--- src/rtl/xbank_pkg.sv ---
package xbank_pkg;
  localparam int unsigned REG_AW = 8;
  localparam logic [REG_AW-1:0] ADDR_TARGET = 8'h80;
  localparam logic [REG_AW-1:0] ADDR_OWN    = 8'h40;
  localparam logic [REG_AW-1:0] ADDR_DUAL   = 8'hA0;

  typedef enum logic [1:0] {
    ACC_NONE,
    ACC_TARGET,
    ACC_OWN,
    ACC_DUAL
  } acc_e;
endpackage

--- src/rtl/xbank_dchain.sv ---
module xbank_dchain (
  input  logic clk_i,
  input  logic rst_ni,
  input  logic sys_rst_i,
  input  logic setup_i,
  input  logic dc_in_i,
  input  logic numbered_i,
  output logic token_o,
  output logic dc_out_o
);
  logic dc_m_q, dc_s_q;

  // master/slave pair: token advances at most one bank per edge
  always_ff @(posedge clk_i or negedge rst_ni) begin
    if (!rst_ni) begin
      dc_m_q <= 1'b0;
      dc_s_q <= 1'b0;
    end else if (sys_rst_i) begin
      dc_m_q <= 1'b0;
      dc_s_q <= 1'b0;
    end else begin
      dc_m_q <= dc_in_i;
      dc_s_q <= dc_m_q;
    end
  end

  assign token_o  = setup_i & dc_s_q & ~numbered_i;
  assign dc_out_o = setup_i & numbered_i;
endmodule

--- src/rtl/xbank_regs.sv ---
module xbank_regs
  import xbank_pkg::*;
#(
  parameter int unsigned NUM_CHUNKS = 8,
  parameter int unsigned DATA_W     = 8
) (
  input  logic                  clk_i,
  input  logic                  rst_ni,
  input  logic                  sys_rst_i,
  input  logic                  setup_i,
  input  acc_e                  acc_i,
  input  logic                  wr_i,
  input  logic                  rd_i,
  input  logic [DATA_W-1:0]     wdata_i,
  input  logic                  token_i,
  input  logic                  irq_i,
  output logic [NUM_CHUNKS-1:0] own_o,
  output logic                  numbered_o,
  output logic [DATA_W-1:0]     rdata_o
);
  logic [NUM_CHUNKS-1:0] own_q;
  logic [DATA_W-1:0]     num_q, target_q;
  logic                  numbered_q;
  logic                  hit;

  assign hit = numbered_q && (target_q == num_q);

  always_ff @(posedge clk_i or negedge rst_ni) begin
    if (!rst_ni) begin
      own_q      <= '0;
      num_q      <= '0;
      target_q   <= '0;
      numbered_q <= 1'b0;
    end else if (sys_rst_i) begin
      target_q <= '0;
    end else if (wr_i) begin
      unique case (acc_i)
        ACC_TARGET: target_q <= wdata_i;
        ACC_OWN:    if (hit) own_q <= wdata_i[NUM_CHUNKS-1:0];
        ACC_DUAL: begin
          if (setup_i) begin
            if (token_i) begin
              num_q      <= wdata_i;
              numbered_q <= 1'b1;
            end
          end else begin
            own_q <= own_q & ~wdata_i[NUM_CHUNKS-1:0];
          end
        end
        default: ;
      endcase
    end
  end

  always_comb begin
    rdata_o = '1;
    if (rd_i) begin
      unique case (acc_i)
        ACC_TARGET: rdata_o = target_q;
        ACC_OWN:    if (hit) rdata_o = DATA_W'(own_q);
        ACC_DUAL:   if (hit) rdata_o = {{(DATA_W-1){1'b1}}, ~irq_i};
        default:    rdata_o = '1;
      endcase
    end
  end

  assign own_o      = own_q;
  assign numbered_o = numbered_q;
endmodule

--- src/rtl/xbank_claim.sv ---
module xbank_claim #(
  parameter int unsigned NUM_CHUNKS = 8,
  localparam int unsigned SEL_W     = $clog2(NUM_CHUNKS)
) (
  input  logic [NUM_CHUNKS-1:0] own_i,
  input  logic [SEL_W-1:0]      chunk_i,
  output logic                  claim_o
);
  logic [NUM_CHUNKS-1:0] hit;

  for (genvar g = 0; g < NUM_CHUNKS; g++) begin : g_chunk
    assign hit[g] = own_i[g] && (chunk_i == SEL_W'(g));
  end

  assign claim_o = |hit;
endmodule

--- src/rtl/xbank_ctrl.sv ---
module xbank_ctrl
  import xbank_pkg::*;
#(
  parameter int unsigned NUM_CHUNKS = 8,
  parameter int unsigned DATA_W     = 8,
  localparam int unsigned SEL_W     = $clog2(NUM_CHUNKS)
) (
  input  logic              clk_i,
  input  logic              rst_ni,
  input  logic              sys_rst_i,
  input  logic              setup_i,
  input  logic [REG_AW-1:0] reg_addr_i,
  input  logic [DATA_W-1:0] reg_wdata_i,
  input  logic              reg_wr_i,
  input  logic              reg_rd_i,
  output logic [DATA_W-1:0] reg_rdata_o,
  input  logic              dc_in_i,
  output logic              dc_out_o,
  input  logic              irq_i,
  input  logic [SEL_W-1:0]  cpu_chunk_i,
  output logic              claim_o
);
  acc_e                  acc;
  logic                  token_w, numbered_w;
  logic [NUM_CHUNKS-1:0] own_w;

  always_comb begin
    unique case (reg_addr_i)
      ADDR_TARGET: acc = ACC_TARGET;
      ADDR_OWN:    acc = ACC_OWN;
      ADDR_DUAL:   acc = ACC_DUAL;
      default:     acc = ACC_NONE;
    endcase
  end

  xbank_dchain u_dchain (
    .clk_i      (clk_i),
    .rst_ni     (rst_ni),
    .sys_rst_i  (sys_rst_i),
    .setup_i    (setup_i),
    .dc_in_i    (dc_in_i),
    .numbered_i (numbered_w),
    .token_o    (token_w),
    .dc_out_o   (dc_out_o)
  );

  xbank_regs #(.NUM_CHUNKS(NUM_CHUNKS), .DATA_W(DATA_W)) u_regs (
    .clk_i      (clk_i),
    .rst_ni     (rst_ni),
    .sys_rst_i  (sys_rst_i),
    .setup_i    (setup_i),
    .acc_i      (acc),
    .wr_i       (reg_wr_i),
    .rd_i       (reg_rd_i),
    .wdata_i    (reg_wdata_i),
    .token_i    (token_w),
    .irq_i      (irq_i),
    .own_o      (own_w),
    .numbered_o (numbered_w),
    .rdata_o    (reg_rdata_o)
  );

  xbank_claim #(.NUM_CHUNKS(NUM_CHUNKS)) u_claim (
    .own_i   (own_w),
    .chunk_i (cpu_chunk_i),
    .claim_o (claim_o)
  );
endmodule

--- config.mk ---
export PLATFORM = sky130hd
export DESIGN_NAME = xbank_ctrl
export DESIGN_NICKNAME = d
export VERILOG_FILES = /design/src/rtl/xbank_pkg.sv /design/src/rtl/xbank_dchain.sv /design/src/rtl/xbank_regs.sv /design/src/rtl/xbank_claim.sv /design/src/rtl/xbank_ctrl.sv
export SDC_FILE = /design/constraint.sdc
export NUM_CORES = 1
export LEC_CHECK = 0
export BUFFER_PORTS_ARGS = -buffer_cell sky130_fd_sc_hd__buf_2
export CORE_MARGIN = 2
export CORE_UTILIZATION = 55
export DETAILED_ROUTE_END_ITERATION = 10
export PLACE_DENSITY = 0.79
export SLEW_MARGIN = 20
export SYNTH_ARGS = -nofsm -noshare
export SYNTH_HDL_FRONTEND = slang
export SYNTH_SLANG_ARGS = --single-unit
--- constraint.sdc ---
create_clock -name clk_i -period 4.98 [get_ports clk_i]
set_input_delay 0.249 -clock clk_i [delete_from_list [all_inputs] [get_ports clk_i]]
set_output_delay 0.249 -clock clk_i [all_outputs]
set_load 0.05 [all_outputs]
# After elaboration in Yosys (flattened, before gate mapping)
# Index checks and enable logic that the tools add are counted.
# Widths: inputs -> output; s select.
# op_classes
n_reduce_logical,17
bitwise_logic,8
n_eq_ne,16
muxes,13
# op_table
cell,n
$mux 8,7
$pmux 8 s3,1
$eq 8x8->1 const B,2
$pmux 8 s2,1
$eq 3x3->1 const B,4
$reduce_and 5->1,2
$logic_and 1x1->1,9
$and 8x8->8,1
$eq 8x7->1 const B,1
$eq 8x8->1,1
$not 8->8,1
$reduce_or 8->1,1
$eq 3x2->1 const B,2
$pmux 2 s3,1
$reduce_bool 2->1,3
$eq 2x2->1 const B,2
$and 1x1->1,3
$eq 3x1->1 const B,1
$logic_not 3->1,1
$mux 1,3
$not 1->1,3
$eq 2x1->1 const B,1
$ne 2x1->1 const B,1
$ne 2x2->1 const B,1
$reduce_and 2->1,1
# totals
input_bits,27
out_inout_bits,10
wordCells,60
reg_bits,27

# Depth between registers and ports, before layout
# logic_depth
depth_word,6
mapped_depth,6
mapped_depth_nobuf,5

# Cells and area by module
# From an unflattened synthesis, not the netlist that was laid out.
# hier_totals
cells_unflattened,188
area_unflattened_um2,1751.7
# modules_own_cells
module,cells_each,instances,area_each_um2,seq_area_each_um2
xbank_regs,174,1,1559.0,625.6
xbank_dchain,6,1,78.8,50.0
xbank_claim,3,1,63.8,0.0
xbank_ctrl,5,1,50.0,0.0

# Least setup slack after synthesis
# Ideal clock, no wire load.
# synth_path
kind,input-to-output
start,input port reg_addr_i[4]
end,output port reg_rdata_o[0]
arrival_time_ns,2.587
cell_stages,5
path_slack_ns,2.144
required_time_ns,4.731
path_buffers,1
cell_sequence,or3_4 > or4_1 > clkbuf_1 > nor2b_1 > o21ai_0
# synth_between
elab_chain_len,5
word_cells_on_any_way,9
classes_between,eq/ne: 6; mux: 3
# synth_rtl
element,line,rtl
start: declaration,xbank_ctrl.sv:12,"input logic [REG_AW-1:0] reg_addr_i,"
$eq 8x8->1 / $eq 8x7->1 (equally long branches),xbank_ctrl.sv:28,unique case (reg_addr_i)
$pmux 2 s3 *,xbank_ctrl.sv:28,
$eq 2x2->1 / $eq 2x1->1 (equally long branches),xbank_regs.sv:58,unique case (acc_i)
$pmux 8 s3 *,xbank_regs.sv:58,
$mux 8 *,xbank_regs.sv:57,if (rd_i) begin
end: declaration,xbank_ctrl.sv:16,"output logic [DATA_W-1:0] reg_rdata_o,"
# Mark *: on every way between the ends. The rest lies on a longest branch, timed or not.

# Final worst setup path
# layout_path
start,register u_regs.num_q[5]
end,output port reg_rdata_o[1]
# layout_between
elab_chain_len,5
# layout_rtl
element,line,rtl
start: declaration,xbank_regs.sv:22,"logic [DATA_W-1:0] num_q, target_q;"
start signal: assignment,xbank_regs.sv:43,num_q <= wdata_i;
$eq 8x8->1,xbank_regs.sv:26,assign hit = numbered_q && (target_q == num_q);
$logic_and 1x1->1,xbank_regs.sv:26,
$mux 8,xbank_regs.sv:60,ACC_OWN: if (hit) rdata_o = DATA_W'(own_q);
$pmux 8 s3,xbank_regs.sv:58,
$mux 8,xbank_regs.sv:57,
# No other way between the ends.

==> results by group <==
Run status
  – Outcome: complete, no violations

Global routing
  – Met1 GRT Util: 0.281
  – GR peak layer: met2
  – Vias in the first global route: 1,211
  – All-Layer GR Usage: 0.222
  – Met2 usage: 0.380
  – Largest net degree at the start of global routing: 28
  – Overflow after GRT: 0
  – M3 GR Usage: 0.0372
  – First-pass GRT wire length: 5420 um
  – Initial antenna violation count: 0

Critical path
  – Max stage delay cell, worst path: or4_1
  – Critical Path End Type: primary output
  – Crit Path Max Fanout: 7
  – Worst Path Required: 4.73 ns
  – Kind of cell adding the most delay to the critical path: simple AND/OR/NAND/NOR gates
  – CP Buf/Inv Count: 1
  – Setup CP Type: register to primary output
  – Slowest Stage Delay on Critical Path: 0.71 ns
  – CP startpoint kind: register
  – Arrival @ worst endpoint: 2.66 ns
  – CP cell instances: xor2_1 > nor4_2 > nand2b_1 > or4_1 > o22a_1 > buf_2

Placed design
  – Placed cell areas: 0.00170 mm2
  – Port-buffer cells: 36
  – Placed Cells: 183
  – Dpl hpwl: 2470 um
  – Routability Congestion: 0.780

Yosys
  – Async set-reset flop share out of synthesis: 1.00
  – Post-synth top flop: dfrtp_1
  – Post-synthesis compound-gate area fraction: 0.177
  – Simple-Gate Fraction of Synth Area: 0.215
  – Cell variety after synth: 37
  – Seq cells post-synth: 27
  – Syn Std Cell Area: 0.00149 mm2
  – Largest cells by area after synthesis: dfrtp_1, mux2_2, a221o_1
  – Post-synth EDFFs: 0
  – Syn_nets: 146
  – Avg Inst Size Synth: 12.5 um2
  – Mux contribution to synthesized area: 0.0985
  – Adder-Cell Fraction of Synth Area: 0
  – Synth area leader: dfrtp_1
  – Post-synthesis sequential area ratio: 0.455
  – Syn Inst Count: 119
  – Largest family of logic cells by synthesized area: simple AND/OR/NAND/NOR gates
  – Synth top area share: 0.455
  – Xor and xnor fraction of the mapped netlist area: 0.0471
  – Syn. warnings: 0

Clock tree
  – Cts bufs inserted: 3
  – CTS sink cnt: 27
  – Clock Tree Root: clkbuf_4
  – CTS tree: built
  – Clock Path Buffers: 2
  – H-tree Lvls: 1
  – Setup repair bufs after CTS: 0
  – Clk_lat worst skew: 0.32 ns
  – Reg clk slew, reported paths: 0.14 ns

Floorplanning
  – Initial Utilization: 0.589
  – Row cnt: 18
  – Die area: 0.00313 mm2
  – DIE WIDTH: 56.0 um
  – # IOs: 37
  – Placeable core area: 0.00252 mm2
  – Die Ht: 56.0 um

Power and ir drop
  – Sw Ratio: 0.234
  – Switching power: 0.0807 mW
  – Reg power frac: 0.640
  – Combinational Power Share: 0.092
  – Leak: 0.807 nW
  – Clk network pwr share: 0.268
  – PD cells: 199 mW/mm2
  – Peak VDD IR: 0.000164 V
  – Internal power: 0.264 mW

Cells and area
  – Non-Filler Cell Area, Final: 0.00173 mm2
  – Register area: 676 um2
  – Area of the multi-input gates: 798 um2
  – Cell Count, Final, Fillers Out: 188
  – Ant. Diodes: 0
  – Area Growth Syn to Fin: 16.5%
  – Number of fill cells: 202
  – Layout cell share with drive strength beyond 1: 0.380
  – Final nets: 186

STA
  – Clock period minus worst slack: 2.91 ns
  – Slew headroom: 0.409
  – Fmax: 344 MHz
  – Endpoints failing setup: 0
  – Worst-Margin Slew: 0.880 ns
  – Setup TNS: 0 ns
  – Final Hold Viols: 0
  – Period utilisation layout: 0.584
  – Final setup skew: 0.00904 ns
  – Fin. max-slew vios: 0
  – Unrepaired setup endpoints after global routing: no

Hold path
  – Tightest Hold Check Type: input pin to register

Detailed routing
  – Total number of vias: 1,186
  – DRT antenna net count: 0
  – Final wirelength: 3320 um
  – Drt via density: 6.31
  – Initial DRC count: 25
  – DR DRC count: 0
  – Routed WL per cell: 17.7 um
  – TritonRoute pass-1 iters: 4

Job
  – Max cap viols: 0
power groups by stage:
stage | Combinational [mW] | Sequential, mW | Clock (mW)
2_1_floorplan | 0.00906 | 0.225 | 0
3_3_place_gp | 0.0302 | 0.225 | 0
3_5_place_dp | 0.0314 | 0.225 | 0
4_1_cts | 0.0319 | 0.221 | 0.0957
5_1_grt | 0.0353 | 0.221 | 0.106
6_report | 0.0317 | 0.221 | 0.0925
metrics by stage:
step                      power [mW]  utilization  hold slack, ns  setup slack [ns]
final                          0.345        0.687           0.147              2.07
after global routing           0.362        0.687           0.129              1.96
after CTS                      0.348        0.687           0.133              2.07
after detailed placement       0.256        0.672           0.286              2.45
after global placement         0.255        0.672           0.280              2.53
after floorplan                0.234            -         -0.0466              2.14
layer usage:
| layer | part of all wire | vias to the layer above |
|---|---|---|
| li1 | - | 556 |
| met1 | 0.43 | 586 |
| met2 | 0.50 | 40 |
| met3 | 0.057 | 4 |
| met4 | 0.013 | 0 |
| met5 | 0 | - |
synth_stat cells (all sizes together) (2+ instances only):
library cell	n
nor2	4
nor4	4
nor2b	4
nand2b	3
mux2	9
a221o	8
xor2	4
mux4	2
dfrtp	27
a22o	8
o22a	7
o21ai	2
xnor2	4
nor3b	8
nand2	3
nand3	2
a31oi	2
nand3b	2
or4	2
kinds of logic (layout without fill, tap and decap cells):
logic type,Yosys count,in the layout
AO/OA/AOI/OAI,30,30
AND/OR/NAND/NOR,40,40
flip-flops,27,27
XOR/XNOR,8,8
buffers and inverters,3,42
multiplexers,11,11
sequential cells by signal (all words and copies together), names as in the netlist:
register	flops
u_regs.target_q	8
u_regs.numbered_o	1
u_regs.own_o	8
u_dchain.dc_s_q	1
u_regs.num_q	8
u_dchain.dc_m_q	1
worst reg2reg max path: stages (launching register included):
cell      delay (ns)
dfrtp_1         0.42
xor2_1          0.18
nor4_2          0.37
nand2b_1        0.18
nor4b_4         0.57
a221o_1         0.24
path summary, 6_finish.rpt:
path / cells past startpoint / end / start / slack [ns]
setup / recovery: 6 / reg_rdata_o[1] / u_regs.num_q[5]$_DFFE_PN0P_ / 2.07
hold / removal: 2 / u_dchain.dc_m_q$_DFF_PN0_ / dc_in_i / 0.15
setup reg to reg: 5 / u_regs.own_o[2]$_DFFE_PN0P_ / u_regs.num_q[5]$_DFFE_PN0P_ / 2.97
hold reg to reg: 1 / u_dchain.dc_s_q$_DFF_PN0_ / u_dchain.dc_m_q$_DFF_PN0_ / 0.48
max in group asynchronous: 2 / u_regs.num_q[0]$_DFFE_PN0P_ / rst_ni / 4.14
min in group asynchronous: 2 / u_regs.num_q[4]$_DFFE_PN0P_ / rst_ni / 0.45
repair_timing:
action                                 CTS  global route
gates resized for setup                  0             0
hold buffers                             1             0
endpoints found under the hold margin   27             0
layout make-up:
cell class,instances,share of cell area
inverters,1,0.00217
well taps,30,0.0217
clock buffers,4,0.0152
repair buffers,37,0.110
multi-input cells,89,0.461
flip-flops and latches,27,0.390
cell usage in the layout, fill, tap and decap left out, types with 2 or more instances in the layout:
| cell | netlist | final |
|---|---|---|
| nor3b_1 | 8 | 8 |
| o21ai_0 | 2 | 2 |
| a221o_1 | 8 | 8 |
| dfrtp_1 | 27 | 27 |
| nand3_1 | 2 | 2 |
| xor2_1 | 4 | 4 |
| nor4_2 | 2 | 2 |
| nand3b_1 | 2 | 2 |
| mux2_2 | 9 | 9 |
| nor2b_1 | 4 | 4 |
| nand2b_1 | 3 | 3 |
| nand2_1 | 2 | 2 |
| buf_2 | 1 | 36 |
| nor2_1 | 4 | 4 |
| or4_1 | 2 | 2 |
| a22o_1 | 8 | 8 |
| clkbuf_4 | 0 | 3 |
| xnor2_1 | 4 | 4 |
| o22a_1 | 7 | 7 |
| mux4_2 | 2 | 2 |
Power figures use the tool's default switching activity.
